[config.mk]
export PLATFORM = sky130hd
export DESIGN_NAME = mdio_master
export DESIGN_NICKNAME = d
export VERILOG_FILES = /design/src/rtl/mdio_pkg.sv /design/src/rtl/mdio_phase_gen.sv /design/src/rtl/mdio_tx_shift.sv /design/src/rtl/mdio_rx_capture.sv /design/src/rtl/mdio_master.sv
export SDC_FILE = /design/constraint.sdc
export NUM_CORES = 1
export LEC_CHECK = 0
export BUFFER_PORTS_ARGS = -buffer_cell sky130_fd_sc_hd__buf_4
export CAP_MARGIN = 25
export CORE_ASPECT_RATIO = 0.9
export CORE_MARGIN = 2
export CORE_UTILIZATION = 35
export CTS_CLUSTER_SIZE = 14
export DETAILED_ROUTE_END_ITERATION = 12
export GPL_TIMING_DRIVEN = 0
export HOLD_SLACK_MARGIN = 0.08
export SETUP_SLACK_MARGIN = 0.2
export SYNTH_ARGS = -nofsm -noshare
export SYNTH_HDL_FRONTEND = slang
export SYNTH_SLANG_ARGS = --single-unit
[constraint.sdc]
create_clock -name clk -period 5.75 [get_ports clk]
set_input_delay 0.575 -clock clk [delete_from_list [all_inputs] [get_ports clk]]
set_output_delay 0.575 -clock clk [all_outputs]
set_load 0.005 [all_outputs]
[src/rtl/mdio_pkg.sv]
package mdio_pkg;

    localparam int PRE_SLOTS   = 32;
    localparam int FRAME_BITS  = 32;
    localparam int TOTAL_SLOTS = PRE_SLOTS + FRAME_BITS;
    localparam int SLOT_W      = $clog2(TOTAL_SLOTS);
    localparam int LAST_SLOT   = TOTAL_SLOTS - 1;
    localparam int HDR_BITS    = 14;
    localparam int TURN_SLOT   = PRE_SLOTS + HDR_BITS;
    localparam int ERR_SLOT    = TURN_SLOT + 1;
    localparam int DATA_SLOT0  = TURN_SLOT + 2;
    localparam int DATA_W      = 16;

    localparam logic [1:0] CODE_START = 2'b01;
    localparam logic [1:0] CODE_RD    = 2'b10;
    localparam logic [1:0] CODE_WR    = 2'b01;
    localparam logic [1:0] CODE_TURN  = 2'b10;

    typedef enum logic [1:0] {
        PH_IDLE = 2'd0,
        PH_LOW  = 2'd1,
        PH_HIGH = 2'd2
    } mdc_phase_e;

    typedef struct packed {
        logic              rd;
        logic [4:0]        phy;
        logic [4:0]        regad;
        logic [DATA_W-1:0] wdata;
    } mdio_req_t;

    // Outgoing frame after the preamble; the read tail is all ones (line released).
    function automatic logic [FRAME_BITS-1:0] frame_word(input mdio_req_t r);
        if (r.rd)
            return {CODE_START, CODE_RD, r.phy, r.regad, {(DATA_W + 2){1'b1}}};
        else
            return {CODE_START, CODE_WR, r.phy, r.regad, CODE_TURN, r.wdata};
    endfunction

endpackage

[src/rtl/mdio_phase_gen.sv]
module mdio_phase_gen #(
    parameter int DIV_W = 8
) (
    input  logic             clk,
    input  logic             rst,
    input  logic             active,
    input  logic [DIV_W-1:0] half,
    output logic             tick
);
    logic [DIV_W-1:0] cnt;

    assign tick = active && (cnt == half - DIV_W'(1));

    always_ff @(posedge clk) begin
        if (rst || !active || tick)
            cnt <= '0;
        else
            cnt <= cnt + DIV_W'(1);
    end


    cnt_bound_chk: assert property (@(posedge clk) disable iff (rst)
        active |-> (cnt < half));

endmodule

[src/rtl/mdio_tx_shift.sv]
module mdio_tx_shift import mdio_pkg::*; (
    input  logic                  clk,
    input  logic                  rst,
    input  logic                  load,
    input  logic [FRAME_BITS-1:0] word,
    input  logic                  shift,
    output logic                  bit_out
);
    logic [FRAME_BITS-1:0] sr;

    assign bit_out = sr[FRAME_BITS-1];

    always_ff @(posedge clk) begin
        if (rst)
            sr <= '1;
        else if (load)
            sr <= word;
        else if (shift)
            sr <= {sr[FRAME_BITS-2:0], 1'b1};
    end

endmodule

[src/rtl/mdio_rx_capture.sv]
module mdio_rx_capture import mdio_pkg::*; (
    input  logic              clk,
    input  logic              rst,
    input  logic              clear,
    input  logic              cap_err,
    input  logic              cap_bit,
    input  logic              mdi,
    output logic              err,
    output logic [DATA_W-1:0] word
);
    always_ff @(posedge clk) begin
        if (rst || clear) begin
            err  <= 1'b0;
            word <= '0;
        end else begin
            if (cap_err)
                err <= mdi;
            if (cap_bit)
                word <= {word[DATA_W-2:0], mdi};
        end
    end


    err_clear_chk: assert property (@(posedge clk) disable iff (rst)
        clear |=> !err);

endmodule

[src/rtl/mdio_master.sv]
module mdio_master import mdio_pkg::*; #(
    parameter int DIV_W    = 8,
    parameter int DEF_HALF = 10
) (
    input  logic              clk,
    input  logic              rst,
    input  logic              req,
    input  logic              req_rd,
    input  logic [4:0]        req_phy,
    input  logic [4:0]        req_reg,
    input  logic [DATA_W-1:0] req_wdata,
    input  logic [DIV_W-1:0]  half_cycles,
    input  logic              mdi,
    output logic              mdc,
    output logic              mdo,
    output logic              md_oe,
    output logic              busy,
    output logic              done,
    output logic [DATA_W-1:0] rd_data,
    output logic              rd_err
);
    localparam logic [DIV_W-1:0]  DEF_H    = DIV_W'(DEF_HALF);
    localparam logic [SLOT_W-1:0] S_LAST   = SLOT_W'(LAST_SLOT);
    localparam logic [SLOT_W-1:0] S_PRE_M1 = SLOT_W'(PRE_SLOTS - 1);
    localparam logic [SLOT_W-1:0] S_TURN   = SLOT_W'(TURN_SLOT);
    localparam logic [SLOT_W-1:0] S_ERR    = SLOT_W'(ERR_SLOT);
    localparam logic [SLOT_W-1:0] S_DATA0  = SLOT_W'(DATA_SLOT0);

    mdc_phase_e            state;
    logic [SLOT_W-1:0]     slot;
    logic [DIV_W-1:0]      half_q;
    logic                  rd_q;
    logic                  mdo_q;
    logic                  oe_q;
    logic                  done_q;
    logic [DATA_W-1:0]     rdata_q;
    logic                  err_q;

    logic                  tick;
    logic                  accept;
    logic                  rise_tick;
    logic                  fall_tick;
    logic                  last_fall;
    logic                  tx_shift;
    logic                  tx_bit;
    logic                  cap_err;
    logic                  cap_bit;
    logic                  rx_err;
    logic [DATA_W-1:0]     rx_word;
    mdio_req_t             req_s;
    logic [FRAME_BITS-1:0] tx_word;

    assign req_s     = '{rd: req_rd, phy: req_phy, regad: req_reg, wdata: req_wdata};
    assign tx_word   = frame_word(req_s);
    assign accept    = req && (state == PH_IDLE);
    assign rise_tick = (state == PH_LOW) && tick;
    assign fall_tick = (state == PH_HIGH) && tick;
    assign last_fall = fall_tick && (slot == S_LAST);
    assign tx_shift  = fall_tick && !last_fall && (slot >= S_PRE_M1);
    assign cap_err   = rise_tick && rd_q && (slot == S_ERR);
    assign cap_bit   = rise_tick && rd_q && (slot >= S_DATA0);

    mdio_phase_gen #(.DIV_W(DIV_W)) u_phase (
        .clk    (clk),
        .rst    (rst),
        .active (state != PH_IDLE),
        .half   (half_q),
        .tick   (tick)
    );

    mdio_tx_shift u_tx (
        .clk     (clk),
        .rst     (rst),
        .load    (accept),
        .word    (tx_word),
        .shift   (tx_shift),
        .bit_out (tx_bit)
    );

    mdio_rx_capture u_rx (
        .clk     (clk),
        .rst     (rst),
        .clear   (accept),
        .cap_err (cap_err),
        .cap_bit (cap_bit),
        .mdi     (mdi),
        .err     (rx_err),
        .word    (rx_word)
    );

    always_ff @(posedge clk) begin
        if (rst) begin
            state   <= PH_IDLE;
            slot    <= '0;
            half_q  <= DEF_H;
            rd_q    <= 1'b0;
            mdo_q   <= 1'b1;
            oe_q    <= 1'b1;
            done_q  <= 1'b0;
            rdata_q <= '0;
            err_q   <= 1'b0;
        end else begin
            done_q <= 1'b0;
            unique case (state)
                PH_IDLE: begin
                    if (accept) begin
                        state  <= PH_LOW;
                        slot   <= '0;
                        rd_q   <= req_rd;
                        mdo_q  <= 1'b1;
                        oe_q   <= 1'b1;
                        half_q <= (half_cycles == '0) ? DEF_H : half_cycles;
                    end
                end
                PH_LOW: begin
                    if (tick)
                        state <= PH_HIGH;
                end
                PH_HIGH: begin
                    if (last_fall) begin
                        state   <= PH_IDLE;
                        mdo_q   <= 1'b1;
                        oe_q    <= 1'b1;
                        done_q  <= 1'b1;
                        rdata_q <= (rd_q && !rx_err) ? rx_word : '0;
                        err_q   <= rd_q && rx_err;
                    end else if (tick) begin
                        state <= PH_LOW;
                        slot  <= slot + SLOT_W'(1);
                        if (slot >= S_PRE_M1)
                            mdo_q <= tx_bit;
                        if (rd_q && (slot + SLOT_W'(1) == S_TURN))
                            oe_q <= 1'b0;
                    end
                end
                default: state <= PH_IDLE;
            endcase
        end
    end

    assign mdc     = (state == PH_HIGH);
    assign mdo     = mdo_q;
    assign md_oe   = oe_q;
    assign busy    = (state != PH_IDLE);
    assign done    = done_q;
    assign rd_data = rdata_q;
    assign rd_err  = err_q;


    mdo_hold_chk: assert property (@(posedge clk) disable iff (rst)
        mdc |-> $stable(mdo));


    oe_move_chk: assert property (@(posedge clk) disable iff (rst)
        !$stable(md_oe) |-> !mdc);


    oe_inside_chk: assert property (@(posedge clk) disable iff (rst)
        !md_oe |-> busy);


    done_pulse_chk: assert property (@(posedge clk) disable iff (rst)
        done |=> !done);


    done_idle_chk: assert property (@(posedge clk) disable iff (rst)
        done |-> (!busy && $past(busy)));


    err_zero_chk: assert property (@(posedge clk) disable iff (rst)
        (done && rd_err) |-> (rd_data == '0));


    idle_line_chk: assert property (@(posedge clk) disable iff (rst)
        !busy |-> (!mdc && md_oe));

endmodule

Word-level counts from Yosys, hierarchy flattened

Cells that the tools add are included.

Register bits after elaboration: 94
Input port bits: 39
Output and inout port bits: 22
Logic and storage cells: 87

Add/subtract/negate cells: 3
$lt $le $gt $ge: 2
Equal/unequal tests: 13
Mux-type cells: 24
Bitwise operators: 1
Reductions and logical operators: 31

Operator list:

| operator                                                          | number |
|---|---|
| 2-to-1 mux 32 bit                                                 | 2 |
| 2-to-1 mux 30 bit                                                 | 1 |
| == test 6 bit, second input constant                              | 3 |
| 2-to-1 mux 6 bit                                                  | 3 |
| 2-to-1 mux 16 bit                                                 | 1 |
| logical AND 1 bit                                                 | 13 |
| one-hot mux 6 bit (2 select lines)                                | 1 |
| AND reduction 4 bit                                               | 3 |
| != test 3 x 1 -> 1 bit, second input constant                     | 3 |
| adder 8 x 1 -> 8 bit, second input constant                       | 1 |
| == test 8 bit                                                     | 1 |
| zero test 8 bit                                                   | 1 |
| 2-to-1 mux 1 bit                                                  | 8 |
| 2-to-1 mux 2 bit                                                  | 4 |
| 2-to-1 mux 8 bit                                                  | 1 |
| subtractor 8 x 1 -> 8 bit, second input constant                  | 1 |
| adder 6 x 1 -> 6 bit, second input constant                       | 1 |
| greater-or-equal comparator 6 x 5 -> 1 bit, second input constant | 1 |
| greater-or-equal comparator 6 bit, second input constant          | 1 |
| one-hot mux 2 bit (3 select lines)                                | 1 |
| nonzero test 2 bit                                                | 3 |
| != test 2 x 1 -> 1 bit, second input constant                     | 2 |
| != test 2 bit, second input constant                              | 2 |
| one-hot mux 1 bit (2 select lines)                                | 2 |
| 9 further kinds                                                   | 14 |

Depth between registers and ports, before layout

Depth in word-level cells: 10
Mapped depth: 11
Depth with buffers taken out: 8

By module

From an unflattened synthesis, not the netlist that was laid out.

Cells, all modules: 439
Area, all modules: 4583.1 um2

By module, submodules not included:

| module          | times used | cells each | area an instance (um2) | sequential area each (um2) |
|---|---|---|---|---|
| mdio_tx_shift   | 1          | 143        | 1721.7                 | 640.6 |
| mdio_master     | 1          | 173        | 1629.1                 | 740.7 |
| mdio_rx_capture | 1          | 56         | 625.6                  | 340.3 |
| mdio_phase_gen  | 1          | 67         | 606.8                  | 160.2 |

Least setup slack after synthesis

OpenSTA, ideal clock, no wires.

Path type: register to register
Start point: reg half_q[0]
End point: reg u_rx.word[6]
Library setup time: 0.072 ns
Arrival time: 2.491 ns
Data required time: 5.678 ns
Slack: 3.187 ns
Stages on the path, launching flop included: 12
Buffers on the path: 3
Period minus slack after synthesis: 2.563 ns
Cells stage by stage: dfxtp_1 > inv_1 > ha_1 > nand2b_1 > or4_4 > a2111oi_4 > and4_1 > buf_4 > and3_1 > buf_6 > buf_12 > mux2i_1

Longest elaborated chain between the ends: 6

RTL lines:

| element                        | RTL line              | text |
|---|---|---|
| start: declaration             | mdio_master.sv:31     | `logic [DIV_W-1:0] half_q;` |
| start signal: assignment       | mdio_master.sv:112    | `half_q <= (half_cycles == '0) ? DEF_H : half_cycles;` |
| subtractor 8 x 1 -> 8 bit      | mdio_phase_gen.sv:12  | `assign tick = active && (cnt == half - DIV_W'(1));` |
| == test 8 bit                  | mdio_phase_gen.sv:12  |  |
| logical AND 1 bit              | mdio_phase_gen.sv:12  |  |
| logical AND 1 bit              | mdio_master.sv:56     | `assign rise_tick = (state == PH_LOW) && tick;` |
| logical AND 1 bit (2 in a row) | mdio_master.sv:61     | `assign cap_bit = rise_tick && rd_q && (slot >= S_DATA0);` |
| end signal: assignment         | mdio_rx_capture.sv:19 | `word <= {word[DATA_W-2:0], mdi};` |
| end: declaration               | mdio_rx_capture.sv:9  | `output logic [DATA_W-1:0] word` |

No other way between the ends.
A chain may end at the register's enable or synchronous reset.

Final worst setup path

Start point: reg half_q[0]
End point: reg rdata_q[10] (netlist: rd_data[10])

Longest elaborated chain between the ends: 6

RTL lines:

| element                              | RTL line             | text |
|---|---|---|
| subtractor 8 x 1 -> 8 bit            | mdio_phase_gen.sv:12 |  |
| == test 8 bit                        | mdio_phase_gen.sv:12 |  |
| logical AND 1 bit                    | mdio_phase_gen.sv:12 |  |
| logical AND 1 bit                    | mdio_master.sv:57    | `assign fall_tick = (state == PH_HIGH) && tick;` |
| logical AND 1 bit                    | mdio_master.sv:58    | `assign last_fall = fall_tick && (slot == S_LAST);` |
| AND reduction 2 bit (no source line) | --                   |  |
| end signal: assignment               | mdio_master.sv:125   | `rdata_q <= (rd_q && !rx_err) ? rx_word : '0;` |
| end: declaration                     | mdio_master.sv:36    | `logic [DATA_W-1:0] rdata_q;` |

No other way between the ends.

==> impl_metrics.env <==
export IMPL_post_drt_via_cell_ratio=4.915
export IMPL_htreeDepth=3
export IMPL_routabilityCongestion=0.7884
export IMPL_syn_instance_count=465
export IMPL_area_delta_synth_final_pct=21.87
export IMPL_numCtsBuffers=9
export IMPL_start_kind="register"
export IMPL_final_hold_violation_count=0
export IMPL_rsz0062_at_grt="no"
export IMPL_core_sq_um=11570
export IMPL_relSlewSlack_pct=40.55
export IMPL_fin_util_pct=44.28
export IMPL_path_buf_inv=4
export IMPL_dr_max_layer_used="met4"
export IMPL_wl_met2_um=4278
export IMPL_cap_viol_max_count=0
export IMPL_fin_ws_ns=2.935
export IMPL_drv_slew=0
export IMPL_synth_nets=508
export IMPL_setup_violations_final=0
export IMPL_synth_ff_type="dfxtp_1"
export IMPL_endpoint_kind="register"
export IMPL_synth_seq_cells=94
export IMPL_grt_use_total_pct=15.02
export IMPL_avgSynthCellArea_sq_um=9.044
export IMPL_power_leakage_nw=2.100
export IMPL_synth_top_cell_area_share_pct=44.75
export IMPL_nets=579
export IMPL_hp_class="reg -> reg"
export IMPL_antenna_left=0
export IMPL_cp_slowest_cell="or4_4"
export IMPL_multi_input_area_sq_um=2121
export IMPL_powerDensity_nw_per_um2=261.7
export IMPL_fin_tns_setup_ns=0
export IMPL_die_area_sq_um=12910
export IMPL_seqCellArea_sq_um=1882
export IMPL_drt_iter0_markers=164
export IMPL_max_stage_delay_ns=0.53
export IMPL_fp_dieW_um=119.5
export IMPL_gr_total_overflow=0
export IMPL_dr_total_vias=3426
export IMPL_syn_area_sq_um=4205
export IMPL_first_global_vias=3296
export IMPL_synth_edf_count=0
export IMPL_clockBufferDepth=2
export IMPL_cts_root_buf="clkbuf_16"
export IMPL_status="completed"
export IMPL_wl_met1_um=4645
export IMPL_finalPower_mw=1.341
export IMPL_routed_wirelength_um=9384
export IMPL_rows=37
export IMPL_antenna_found_initial=0
export IMPL_fin_crit_sh_pct=48.95
export IMPL_drive_above_1_share_pct=17.19
export IMPL_cts_sinks=94
export IMPL_finClkSkew_ns=0.005926
export IMPL_ctsResizeCount=0
export IMPL_worstPathCellList="inv_1 -> ha_1 -> nand2b_1 -> or4_4 -> a2111oi_4 -> and4_1 -> buf_2 -> and2_1 -> buf_6 -> buf_8 -> mux2i_1"
export IMPL_fillers=1153
export IMPL_drc_errors=0
export IMPL_arrival_ns=3.08
export IMPL_ys_seq_area_share_pct=44.75
export IMPL_crit_family="simple AND/OR/NAND/NOR gates"
export IMPL_synth_top_area_cell="dfxtp_1"
export IMPL_vdd_drop_max_v=0.0001207
export IMPL_post_cts_buffers=0
export IMPL_fmax_ghz=0.3553
export IMPL_critPathRequiredTime_ns=6.02
export IMPL_critPathMaxFanout=10
export IMPL_synth_area_top_cells="dfxtp_1, mux2i_1, nand2_1"
export IMPL_clock_latency_ns=0.34
export IMPL_cts_tree="built"
export IMPL_wl_met3_um=347
export IMPL_start_util_pct=36.34
export IMPL_diodes=0
export IMPL_place_ws_ns=2.946
export IMPL_worst_pin_slew_ns=0.8899
export IMPL_synth_async_reset_ratio_pct=0
export IMPL_path_class="reg -> reg"
export IMPL_grt_max_degree=17
export IMPL_drtPass1Iterations=4
export IMPL_ios=61
export IMPL_path_clk_slew_ns=0.07
export IMPL_ys_warn_count=0
export IMPL_port_buffers=60
export IMPL_synth_cell_type_count=49
export IMPL_fp_dieH_um=108.0
export IMPL_grt_pass1_wl_um=15660
export IMPL_hpwlAfterDp_um=7037
export IMPL_wl_per_cell_um=13.46
export IMPL_holdBufCountCts=0
export IMPL_min_period_ns=2.815
-- worst reg2reg max path: stages (launching register included) --
cell and delay, ns:
dfxtp_1 0.34, inv_1 0.06, ha_1 0.25, nand2b_1 0.10, or4_4 0.53, a2111oi_4 0.38, and4_1 0.24, buf_2 0.17
and2_1 0.15, buf_6 0.16, buf_8 0.17, mux2i_1 0.18
-- per-layer routing --
metal | GRT usage, % | vias to the layer above
li1 | - | 1762
met1 | 19.62 | 1603
met2 | 24.65 | 54
met3 | 3.376 | 7
met4 | 5.126 | 0
met5 | 0 | -
-- cell usage in the layout, fill, tap and decap left out, drive strengths merged, types with 3 or more instances in the layout --
cell	instances
mux2i	63
clkbuf	32
a21oi	30
nor4	5
nand4	5
xnor2	11
and3	8
or3	4
dfxtp	94
nor2	36
xor2	6
o31ai	3
o21ai	9
nand2b	6
or2	3
nand2	76
buf	70
ha	4
a211oi	3
nand3	7
nor3	16
o31a	9
inv	11
clkinv	3
-- logic make-up (layout without fill, tap and decap cells) --
kind of cell    count (synthesis)  count (layout)  synth area share (%)
flops                          94              94                 44.75
compound gates                 69              69                 11.04
xor+xnor                       17              17                 3.541
fa+ha+maj                       4               4                 1.190
buf+inv                        40             116                 4.820
mux                            64              64                 15.26
simple gates                  177             177                 19.40
-- flip-flops by register name, summed over array words and instances, names as in the netlist --
signal,count
slot,6
rd_err,1
md_oe,1
mdo,1
half_q,8
u_phase.cnt,8
rd_data,16
done,1
rd_q,1
u_tx.sr,32
u_rx.err,1
state,2
u_rx.word,16
-- through the flow --
step / cell area [sq um] / std cells / hold WS (ns)
final: 5125 / 697 / 0.4480
after global routing: 5125 / 697 / 0.4542
after floorplan: 4205 / 465 / 0.4350
after detailed placement: 4851 / 681 / 0.4462
after global placement: 4851 / 681 / 0.4475
after CTS: 5125 / 697 / 0.4463
-- where the power goes --
| part | total [mW] | leakage [nW] | switching [mW] | internal, mW |
|---|---|---|---|---|
| Combinational | 0.106 | 1.20 | 0.0585 | 0.0472 |
| Sequential | 0.679 | 0.764 | 0.0109 | 0.668 |
| Clock | 0.557 | 0.138 | 0.259 | 0.297 |
| Total | 1.34 | 2.10 | 0.329 | 1.01 |
-- final cells by class --
cell class	instances	area share [%]
multi-input cells	331	41.38
flip-flops and latches	94	36.72
repair buffers	60	8.789
clock buffers	10	4.468
well taps	156	3.809
plain buffers	32	3.369
clock inverters	6	0.8789
inverters	8	0.5859
-- worst paths after layout --
path	start	endpoint	slack, ns	cells after the start
max	half_q[0]	rd_data[10]	2.94	11
min	u_rx.word[14]	rd_data[14]	0.45	2
max reg2reg	half_q[0]	rd_data[10]	2.94	11
min reg2reg	u_rx.word[14]	rd_data[14]	0.45	2
-- synth_stat cells, drive strengths merged, types with 2 or more instances --
cell and n:
dfxtp 94, nand2 76, mux2i 63, nor2 36, a21oi 30, clkbuf 22, nor3 16, xnor2 11
buf 10, o21ai 9, o31a 9, and3 8, inv 8, nand3 7, nand2b 6, xor2 6
nand4 5, nor4 5, ha 4, or3 4, a211oi 3, o31ai 3, or2 3, a211o 2
a31oi 2, a41o 2, and2 2, and4 2, nor3b 2, or4 2
Note: power is estimated with default switching activity, not from simulation.
